--- src/rtl/router_pkg.sv ---
package router_pkg;

  // Source selector for one output channel; the encoding is fixed by R3.
  typedef enum logic [1:0] {
    SRC_ZERO  = 2'b00,
    SRC_RIGHT = 2'b01,
    SRC_LEFT  = 2'b10,
    SRC_MIX   = 2'b11
  } src_sel_e;

  localparam int unsigned SEL_BITS  = 2;
  localparam int unsigned NUM_CHANS = 2;
  // Channel index inside route_code: slot 0 = right ([1:0]), slot 1 = left ([3:2]).
  localparam int unsigned CH_RIGHT  = 0;
  localparam int unsigned CH_LEFT   = 1;

endpackage

--- src/rtl/channel_select.sv ---
module channel_select
  import router_pkg::*;
#(
  parameter int unsigned W = 16
) (
  input  logic [W-1:0] src_left,
  input  logic [W-1:0] src_right,
  input  src_sel_e     sel,
  output logic [W-1:0] chan_out
);

  // Floor average on a W+1 bit signed sum: no overflow is possible.
  function automatic logic [W-1:0] half_sum(input logic [W-1:0] a, input logic [W-1:0] b);
    logic signed [W:0] sum;
    sum = $signed({a[W-1], a}) + $signed({b[W-1], b});
    return sum[W:1];
  endfunction

  function automatic logic [W-1:0] route(input src_sel_e s, input logic [W-1:0] l,
                                         input logic [W-1:0] r);
    case (s)
      SRC_RIGHT: return r;
      SRC_LEFT:  return l;
      SRC_MIX:   return half_sum(l, r);
      default:   return '0;
    endcase
  endfunction

  assign chan_out = route(sel, src_left, src_right);

endmodule

--- src/rtl/zero_run_detector.sv ---
module zero_run_detector #(
  parameter int unsigned RUN_LEN = 1024,
  parameter int unsigned CW      = $clog2(RUN_LEN + 1)
) (
  input  logic          clk,
  input  logic          rst_n,
  input  logic          smp_vld,
  input  logic          smp_zero,
  input  logic          armed,
  output logic [CW-1:0] run_cnt,
  output logic          mute_hit
);

  localparam logic [CW-1:0] LIMIT = CW'(RUN_LEN);

  // Saturating increment on zero, clear on any nonzero pair.
  function automatic logic [CW-1:0] next_count(input logic [CW-1:0] c, input logic z);
    if (!z)              return '0;
    else if (c == LIMIT) return LIMIT;
    else                 return c + 1'b1;
  endfunction

  logic [CW-1:0] cnt_next;
  logic          run_full;

  assign cnt_next = next_count(run_cnt, smp_zero);
  assign run_full = (cnt_next == LIMIT);
  // Counting goes on while disarmed; the arm only gates the hit.
  assign mute_hit = smp_vld && armed && run_full;

  always_ff @(posedge clk or negedge rst_n) begin
    if (!rst_n)       run_cnt <= '0;
    else if (smp_vld) run_cnt <= cnt_next;
  end

  p_run_capped_r9: assert property (@(posedge clk) disable iff (!rst_n)
    run_cnt <= LIMIT);

  p_idle_hold_r2: assert property (@(posedge clk) disable iff (!rst_n)
    !smp_vld |=> $stable(run_cnt));

  p_nonzero_clear_r7: assert property (@(posedge clk) disable iff (!rst_n)
    smp_vld && !smp_zero |=> run_cnt == '0);

  p_disarmed_quiet_r8: assert property (@(posedge clk) disable iff (!rst_n)
    !armed |-> !mute_hit);

endmodule

--- src/rtl/stereo_router_automute.sv ---
module stereo_router_automute
  import router_pkg::*;
#(
  parameter int unsigned W       = 16,
  parameter int unsigned RUN_LEN = 1024
) (
  input  logic         clk,
  input  logic         rst_n,
  input  logic         in_vld,
  input  logic [W-1:0] in_left,
  input  logic [W-1:0] in_right,
  input  logic [3:0]   route_code,
  input  logic         zdet_en,
  input  logic         mute_pin,
  output logic         out_vld,
  output logic [W-1:0] out_left,
  output logic [W-1:0] out_right,
  output logic         automute_active
);

  localparam int unsigned CW = $clog2(RUN_LEN + 1);

  logic [W-1:0]  chan_mux [NUM_CHANS];
  logic [CW-1:0] run_cnt;
  logic          pair_zero;
  logic          armed;
  logic          mute_hit;

  assign pair_zero = (in_left == '0) && (in_right == '0);
  assign armed     = zdet_en | mute_pin;

  // One selector per output channel; each takes its own 2-bit field.
  for (genvar ch = 0; ch < NUM_CHANS; ch++) begin : g_chan
    channel_select #(.W(W)) u_sel (
      .src_left  (in_left),
      .src_right (in_right),
      .sel       (src_sel_e'(route_code[ch*SEL_BITS +: SEL_BITS])),
      .chan_out  (chan_mux[ch])
    );
  end

  zero_run_detector #(.RUN_LEN(RUN_LEN), .CW(CW)) u_zdet (
    .clk      (clk),
    .rst_n    (rst_n),
    .smp_vld  (in_vld),
    .smp_zero (pair_zero),
    .armed    (armed),
    .run_cnt  (run_cnt),
    .mute_hit (mute_hit)
  );

  // Output stage: one register between a valid pair and its result.
  always_ff @(posedge clk or negedge rst_n) begin
    if (!rst_n) begin
      out_vld         <= 1'b0;
      out_left        <= '0;
      out_right       <= '0;
      automute_active <= 1'b0;
    end else begin
      out_vld <= in_vld;
      if (in_vld) begin
        automute_active <= mute_hit;
        out_left        <= mute_hit ? '0 : chan_mux[CH_LEFT];
        out_right       <= mute_hit ? '0 : chan_mux[CH_RIGHT];
      end
    end
  end

  p_mute_forces_zero_r6: assert property (@(posedge clk) disable iff (!rst_n)
    automute_active |-> (out_left == '0) && (out_right == '0));

  p_valid_pulse_r2: assert property (@(posedge clk) disable iff (!rst_n)
    in_vld |=> out_vld);

  p_no_spurious_r2: assert property (@(posedge clk) disable iff (!rst_n)
    !in_vld |=> !out_vld && $stable(out_left) && $stable(out_right));

  p_release_r7: assert property (@(posedge clk) disable iff (!rst_n)
    in_vld && !pair_zero |=> !automute_active);

  p_disarmed_r8: assert property (@(posedge clk) disable iff (!rst_n)
    in_vld && !armed |=> !automute_active);

endmodule

--- config.mk ---
export PLATFORM = sky130hd
export DESIGN_NAME = stereo_router_automute
export DESIGN_NICKNAME = d
export VERILOG_FILES = /design/src/rtl/router_pkg.sv /design/src/rtl/channel_select.sv /design/src/rtl/zero_run_detector.sv /design/src/rtl/stereo_router_automute.sv
export SDC_FILE = /design/constraint.sdc
export NUM_CORES = 1
export LEC_CHECK = 0
export ABC_AREA = 1
export ABC_CLOCK_PERIOD_IN_PS = 2500
export BUFFER_PORTS_ARGS = -buffer_cell sky130_fd_sc_hd__buf_2
export CAP_MARGIN = 20
export CORE_MARGIN = 5
export CORE_UTILIZATION = 59
export DETAILED_ROUTE_END_ITERATION = 8
export PLACE_DENSITY = 0.83
export REMOVE_ABC_BUFFERS = 1
export SLEW_MARGIN = 20
export SYNTH_ARGS = -nofsm -noshare
export SYNTH_HDL_FRONTEND = slang
export SYNTH_HIERARCHICAL = 1
export SYNTH_SLANG_ARGS = --single-unit
--- constraint.sdc ---
create_clock -name clk -period 2.5 [get_ports clk]
set_clock_uncertainty 0.05 [all_clocks]
set_input_delay 0.5 -clock clk [delete_from_list [all_inputs] [get_ports clk]]
set_output_delay 0.5 -clock clk [all_outputs]
set_load 0.01 [all_outputs]
# == Word level (Yosys, flattened, before mapping) ==
# Cells that the tools add are included.
# word_totals
ff_bits,45
input_bits,41
output_inout_bits,34
word_cells,27
# classes
n_addsub,2
n_eq_ne,8
muxes,6
bitwise_logic,1
n_reduce_logical,5
# op_table
op,n
$pmux 16 s3,2
$logic_not 16->1,2
$mux 16,2
$eq 11x11->1 const B,2
$mux 11,2
$add 16x16->17,1
$add 11x1->11 const B,1
$eq 2x2->1 const B,4
$eq 2x1->1 const B,2
$logic_and 1x1->1,3
$or 1x1->1,1

# == Depth between registers and ports, before layout ==
# Gate-level depths: netlist of the first run.
# logic_depth
ltp_word,6
ltp_mapped,14
depth_no_buf,13

# == Hierarchy ==
# The synthesis of the first run kept the hierarchy.
# by_module_without_submodules
mod,instances,cells_per_inst,area_each_um2,seq_area_each_um2
channel_select,2,268,1308.8,0.0
stereo_router_automute,1,108,1336.3,850.8
zero_run_detector,1,113,795.8,275.3

# == Least setup slack after synthesis of the first run ==
# OpenSTA, ideal clock, no wires.
# synth_path
kind,input to register
start,in in_right[15]
end,reg out_left[10]
setup_time_ps,121
arrival_time_ps,1966
required_time_ps,2329
path_slack_ps,363
path_stages,12
n_path_buf,2
path_cell_list,nor2_1 -> nand2_1 -> nor2_1 -> nand2_1 -> nor2_1 -> clkbuf_8 -> a21boi_2 -> nand2_1 -> nor2_1 -> nor2_8 -> buf_6 -> a22o_1
# synth_via
elab_chain_cells,6
# synth_lines
item,line_no,text
from (decl),stereo_router_automute.sv:11,"input logic [W-1:0] in_right,"
$logic_not 16->1,stereo_router_automute.sv:29,assign pair_zero = (in_left == '0) && (in_right == '0);
$logic_and 1x1->1,stereo_router_automute.sv:29,
via pair_zero,stereo_router_automute.sv:25,logic pair_zero;
$mux 11,zero_run_detector.sv:18,if (!z) return '0;
$eq 11x11->1,zero_run_detector.sv:27,assign run_full = (cnt_next == LIMIT);
$logic_and 1x1->1,zero_run_detector.sv:29,assign mute_hit = smp_vld && armed && run_full;
via mute_hit,stereo_router_automute.sv:27,logic mute_hit;
$mux 16,stereo_router_automute.sv:63,out_left <= mute_hit ? '0 : chan_mux[CH_LEFT];
to (signal assigned),stereo_router_automute.sv:63,
to (decl),stereo_router_automute.sv:16,"output logic [W-1:0] out_left,"
# The timed path passes the listed nets, and every way through them passes these cells.
# A chain may end at the register's enable or synchronous reset.

# == Final worst setup path of the first run ==
# layout_path
start,in in_left[1]
end,reg out_left[0]
# layout_via
elab_chain_cells,6
word_cells_on_any_way,8
classes_between,add/sub (1); eq/ne (1); mux (3); reduce/logical (3)
# layout_lines
item,line_no,text
from (decl),stereo_router_automute.sv:10,"input logic [W-1:0] in_left,"
$logic_not 16->1,stereo_router_automute.sv:29,
$logic_and 1x1->1,stereo_router_automute.sv:29,
via pair_zero,stereo_router_automute.sv:25,
$mux 11,zero_run_detector.sv:18,
$eq 11x11->1,zero_run_detector.sv:27,
$logic_and 1x1->1,zero_run_detector.sv:29,
via mute_hit,stereo_router_automute.sv:27,
$mux 16,stereo_router_automute.sv:63,
# The timed path passes the listed nets, and every way through them passes these cells.

==> results.json, run 1 <==
{
  "outcome": "finished clean",
  "insertedDiodeCount": 0,
  "intPower_w": 0.00147,
  "routed_wire_length_per_instance_um": 14.2,
  "drt-initial-drc-count": 448,
  "remaining_design_rule_violation_count": 0,
  "initial_utilization": 0.611,
  "cts.reportedPaths.clkPinSlew_ns": 0.09,
  "critical_path.reg2reg.startpoint": "u_zdet/run_cnt[1]",
  "synth_area_leader_cell": "dfrtp_1",
  "timing.hold.worst.class": "input port to asynchronous set/reset pin",
  "cts_post_setup_buffers_inserted": 0,
  "ys_seq_area_frac": 0.237,
  "synth.top_cells.by_area": "dfrtp_1, nand2_1, inv_1",
  "grt_max_degree": 33,
  "path_max_fanout": 11,
  "synth.distinct_cells": 36,
  "instance_area_after_placement_sq_um": 5320,
  "arrival_ns": 2.37,
  "wl_mm": 13.3,
  "die_height_um": 99.7,
  "overflow": 0,
  "fin_util": 0.700,
  "cts_hold_buffers": 0,
  "tritoncts.num_buffers": 5,
  "drt_pre_antenna_iters": 5,
  "post-synth-top-area-fraction": 0.237,
  "static_leak_nw": 3.18,
  "final_common_cell": "nand2_1",
  "die-area_sq_um": 9940,
  "placer_congestion": 1.01,
  "worst_rel_slew_slack": 0.531,
  "layout_worst_path_cycle_share": 0.889,
  "via_per_inst": 5.49,
  "power.combinational.fraction": 0.384,
  "ys_seq_elements": 45,
  "number_of_buffers_inserted_by_port_buffering": 74,
  "num_rows": 32,
  "fin_crit_ns": 2.22,
  "layout-drive-gt1-share": 0.147,
  "grt_antenna_before_repair": 0,
  "final_area_sq_um": 5430,
  "finalSetupViolations": 0,
  "num_vias": 5174,
  "slew_viols_final": 0,
  "post_synth_inst_count": 757,
  "clk_path_buf_depth": 2,
  "place.detailed.hpwl_mm": 10.6,
  "r2r_setup_slack_ns": 0.29,
  "layout.cells.most_common_list": "nand2_1, inv_1, buf_2",
  "grt_setup_unrepaired": "no",
  "ctsRootBufferMaster": "clkbuf_8",
  "worst_r2r_endpoint": "out_left[0]",
  "clk_sink_count": 45,
  "cp-startpoint": "in_left[1]",
  "finalHoldViolations": 0,
  "clock_tree_from_tritoncts": "done",
  "setup_tns_final_ns": 0,
  "hold-worst-slack_ns": 0.146,
  "floorplan.io_pins": 75,
  "p_sw_frac": 0.365,
  "ys.warnings.count": 6,
  "critical_path_class": "input port to flip-flop",
  "worst_path_most_repeated_cell": "nor2_1",
  "area_delta_synth_final_pct": 14.4,
  "pwr-share-seq": 0.361,
  "cell_area_after_synthesis_sq_um": 4750,
  "syn-mean-instance-area_sq_um": 6.27,
  "share_clk_of_total_power": 0.255,
  "worstSetupEndpoint": "out_left[0]",
  "drt.antenna.violating_nets": 0,
  "area_of_the_core_region_sq_um": 7770,
  "post_cts.resized_instances": 0,
  "grt_pass1_wl_mm": 22.8,
  "drv.max_cap_violation_count": 0,
  "first_global_vias": 5039,
  "timing.critical_path.slowest_stage_cell": "nor2_1",
  "final_net_count": 915,
  "h-tree-depth": 2,
  "worstPathRequired_ns": 2.65,
  "worst-slew-pin-transition_ns": 0.703,
  "reg2reg_depth": 12,
  "worstSkewPairLatency_ns": 0.29,
  "timing.critical_path.cells": "buf_2, nor2_1, nand2_1, nor2_1, nand2_1, nor2_1, buf_4, buf_4, nand3_1, nand2_1, nor2_1, nand2_1, nor2_1, nor2_8, buf_12, a22o_1",
  "grtUsageTotal": 0.275,
  "irDropWorstVdd_uv": 189,
  "worstSetupStartpointType": "input port",
  "max_clock_freq_mhz": 450,
  "net-switching-power_w": 0.000845,
  "cellPowerDensity_nw_per_um2": 426,
  "worstSetupEndpointType": "flip-flop",
  "die_w_um": 99.7,
  "cpPeakStageDelay_ns": 0.32
}
## critical path: cells and delay by family
| kind | cells | cell delay, ns |
|---|---|---|
| AO/OA/AOI/OAI | 1 | 0.18 |
| buffers and inverters | 4 | 0.61 |
| AND/OR/NAND/NOR | 11 | 1.07 |
## per-layer routing
metal | GRT usage | wire [um] | vias up
li1 | - | - | 2572
met1 | 0.364 | 5800 | 2391
met2 | 0.469 | 6430 | 190
met3 | 0.0386 | 946 | 21
met4 | 0.0714 | 167 | 0
met5 | 0 | 0 | -
## cell type report
cell class / instances / area [sq um]
Multi-Input combinational cell: 565 / 3020
Clock buffer: 7 / 86.3
Tap cell: 102 / 128
Timing Repair Buffer: 91 / 548
Fill cell: 700 / 2330
Inverter: 132 / 495
Sequential cell: 45 / 1130
Clock inverter: 1 / 30.0
## sequential cells by signal, summed over array words and instances, names as in the netlist
name,flops
out_left,16
out_right,16
out_vld,1
u_zdet/run_cnt,11
automute_active,1
## worst min path at each step
stage	from	to	slack, ns	depth (start not counted)
6_report	rst_n	out_right[6]	0.15	1
5_1_grt	rst_n	out_right[6]	0.19	1
4_1_cts	rst_n	u_zdet/run_cnt[0]	0.16	1
3_5_place_dp	out_right[8]	out_right[8]	0.44	1
3_3_place_gp	automute_active	automute_active	0.44	2
2_1_floorplan	rst_n	automute_active	0.15	0
## power groups by stage
stage	Combinational (W)	Sequential (W)	Clock, W
after floorplan	0.000527	0.000876	0
after global placement	0.000854	0.000847	0
after global routing	0.00100	0.000846	0.000629
final	0.000889	0.000836	0.000591
after detailed placement	0.000875	0.000848	0
after CTS	0.000880	0.000836	0.000603
## logic make-up after synthesis
family / Yosys count / share of synthesized area
adder cells (fa/ha/maj): 34 / 0.0927
flip-flops: 45 / 0.237
AO/OA/AOI/OAI: 97 / 0.149
AND/OR/NAND/NOR: 432 / 0.390
XOR/XNOR: 2 / 0.00369
buffers and inverters: 147 / 0.127
## synth_stat cells
cell	number
nand3b_1	5
o21ai_1	5
nor2_8	1
nand4_1	3
or2_2	1
ha_1	32
a21oi_1	23
nand2_2	12
buf_4	3
xnor2_1	2
nor2_2	2
or2_0	6
a21boi_2	1
o21ai_0	7
nor3_1	8
o21bai_1	3
buf_2	6
o221ai_1	2
nand3_1	56
nand3_2	3
inv_2	1
dfrtp_1	45
a21oi_2	2
inv_1	131
a22o_1	48
nor2_1	51
clkbuf_1	2
o31ai_1	2
and2_1	2
buf_6	3
o211ai_1	4
clkbuf_8	1
nor2_4	3
fa_1	2
or2_1	4
nand2_1	275
## through the flow
| step | power [W] | std cells | setup slack (ns) |
|---|---|---|---|
| 6_report | 0.00232 | 943 | 0.277 |
| 5_1_grt | 0.00248 | 943 | 0.0921 |
| 4_1_cts | 0.00232 | 943 | 0.294 |
| 3_5_place_dp | 0.00172 | 935 | 0.00599 |
| 3_3_place_gp | 0.00170 | 935 | 0.0573 |
| 2_1_floorplan | 0.00140 | 742 | 0.203 |
Note: power is estimated with default switching activity, not from simulation.
==> inputs of run 2 (changes only) <==
- CORE_ASPECT_RATIO: not set -> 1.4
==> run 2 against run 1 <==
  * Global-route usage rose by 0.11 points
  * Non-clock buffer count rose by 8
  * Worst setup slack improved by 0.035 ns
  * Sequential power barely moved
  * Core utilization barely moved
  * Sequential share of layout area fell by 0.076 points
  * Critical path type unchanged
  * Highest routed layer unchanged
==> results.json, run 2 (same netlist as run 1, synthesis figures left out) <==
{
  "num_rows": 38,
  "via_per_inst": 5.36,
  "arrival_ns": 2.33,
  "grt_antenna_before_repair": 0,
  "clk_sink_count": 45,
  "routed_wire_length_per_instance_um": 13.9,
  "cts.reportedPaths.clkPinSlew_ns": 0.08,
  "layout.filler_cells": 734,
  "insertedDiodeCount": 0,
  "area_delta_synth_final_pct": 14.8,
  "die_height_um": 116,
  "grtUsageTotal": 0.276,
  "cellPowerDensity_nw_per_um2": 418,
  "finalHoldViolations": 0,
  "number_of_buffers_inserted_by_port_buffering": 74,
  "max_clock_freq_mhz": 457,
  "wl_mm": 13.2,
  "grt_max_degree": 33,
  "overflow": 0,
  "place.detailed.hpwl_mm": 10.8,
  "post_cts.resized_instances": 0,
  "met2_routed_wl_mm": 6.91,
  "h-tree-depth": 2,
  "die-area_sq_um": 9970,
  "cts_post_setup_buffers_inserted": 0,
  "tritoncts.num_buffers": 5,
  "final_common_cell": "nand2_1",
  "die_w_um": 85.8,
  "setup_tns_final_ns": 0,
  "first_global_vias": 4908,
  "final_area_sq_um": 5450,
  "worst_path_most_repeated_cell": "nor2_1",
  "timing.critical_path.slowest_stage_cell": "nor2_1",
  "top_layer_used": "met4",
  "layout.cells.most_common_list": "nand2_1, inv_1, buf_2",
  "remaining_design_rule_violation_count": 0,
  "cpPeakStageDelay_ns": 0.30,
  "timing.hold.worst.class": "input port to asynchronous set/reset pin",
  "grt_setup_unrepaired": "no",
  "placer_congestion": 0.970,
  "worstSetupStartpointType": "input port",
  "finalSetupViolations": 0,
  "instance_area_after_placement_sq_um": 5350,
  "area_of_the_core_region_sq_um": 7800,
  "worstSkewPairLatency_ns": 0.31,
  "floorplan.io_pins": 75,
  "clock_tree_from_tritoncts": "done",
  "critical_path_class": "input port to flip-flop",
  "route.layer.met1.wl_mm": 5.40,
  "cts_hold_buffers": 0,
  "fin_util": 0.699,
  "worstSetupEndpointType": "flip-flop",
  "static_leak_nw": 3.21,
  "worstPathRequired_ns": 2.65,
  "slew_viols_final": 0,
  "irDropWorstVdd_uv": 365,
  "final_net_count": 923,
  "timing.critical_path.cells": "buf_2, nor2_1, nand2_1, nor2_1, nand2_1, nor2_1, buf_4, a21boi_2, nand2_1, nor2_1, nor2_8, buf_12, a22o_1",
  "clk_path_buf_depth": 2,
  "layout_worst_path_cycle_share": 0.875,
  "drt-initial-drc-count": 302,
  "num_vias": 5080,
  "outcome": "finished clean",
  "fin_crit_ns": 2.19,
  "ctsRootBufferMaster": "clkbuf_8",
  "layout-drive-gt1-share": 0.156,
  "wl_met3_um": 545,
  "drt_pre_antenna_iters": 6,
  "grt_pass1_wl_mm": 22.3,
  "drv.max_cap_violation_count": 0,
  "initial_utilization": 0.609,
  "worst-slew-pin-transition_ns": 0.663,
  "worst_rel_slew_slack": 0.558,
  "path_max_fanout": 15,
  "largestRegisters": "out_left x16, out_right x16, u_zdet/run_cnt x11",
  "drt.antenna.violating_nets": 0
}
## run 2: changes by cell type in the layout (fill, tap and decap cells not counted)
cell      delta
clkbuf_8     -1
clkbuf_1     -1
clkinv_2     +1
buf_12       -2
buf_4       +10
## run 2: per-stage QoR
stage | cells | total power [W] | hold slack [ns] | setup WS (ns)
6_report | 948 | 0.00228 | 0.0233 | 0.312
5_1_grt | 948 | 0.00243 | 0.0462 | 0.185
4_1_cts | 948 | 0.00228 | 0.0270 | 0.325
3_5_place_dp | 941 | 0.00173 | 0.360 | 0.0317
3_3_place_gp | 941 | 0.00170 | 0.352 | 0.0411
2_1_floorplan | 742 | 0.00140 | 0.154 | 0.203
## run 2: routing by layer
layer  track usage  vias to the layer above
li1              -                     2586
met1         0.327                     2313
met2         0.511                      145
met3        0.0346                       36
met4        0.0950                        0
met5             0                        -
## run 2: worst paths after layout
path                                    from               to  slack (ns)  cells past startpoint
setup / recovery                 in_right[1]    out_right[12]        0.31                     13
hold / removal                         rst_n          out_vld        0.02                      1
hold reg to reg              automute_active  automute_active        0.45                      2
setup reg to reg           u_zdet/run_cnt[1]    out_right[12]        0.32                     12
max in group asynchronous              rst_n     out_left[11]        1.66                      2
min in group clk                      in_vld          out_vld        0.33                      1
## run 2: cell type report
| cell class | count | area, sq um | share of cell area |
|---|---|---|---|
| Clock buffer | 5 | 68.8 | 0.0126 |
| Clock inverter | 2 | 35.0 | 0.00642 |
| Inverter | 132 | 495 | 0.0908 |
| Multi-Input combinational cell | 565 | 3020 | 0.554 |
| Sequential cell | 45 | 1130 | 0.206 |
| Tap cell | 100 | 125 | 0.0229 |
| Timing Repair Buffer | 99 | 583 | 0.107 |
## run 2: report_power, final
part,switching (W),total (W),internal (W)
Combinational,0.000529,0.000880,0.000352
Clock,0.000269,0.000560,0.000291
Sequential,0.0000435,0.000838,0.000794
Total,0.000841,0.00228,0.00144
## run 2: critical path: cells and delay by family
family / cells / cell delay [ns]
buffers and inverters: 3 / 0.47
AO/OA/AOI/OAI: 2 / 0.35
AND/OR/NAND/NOR: 8 / 1.01
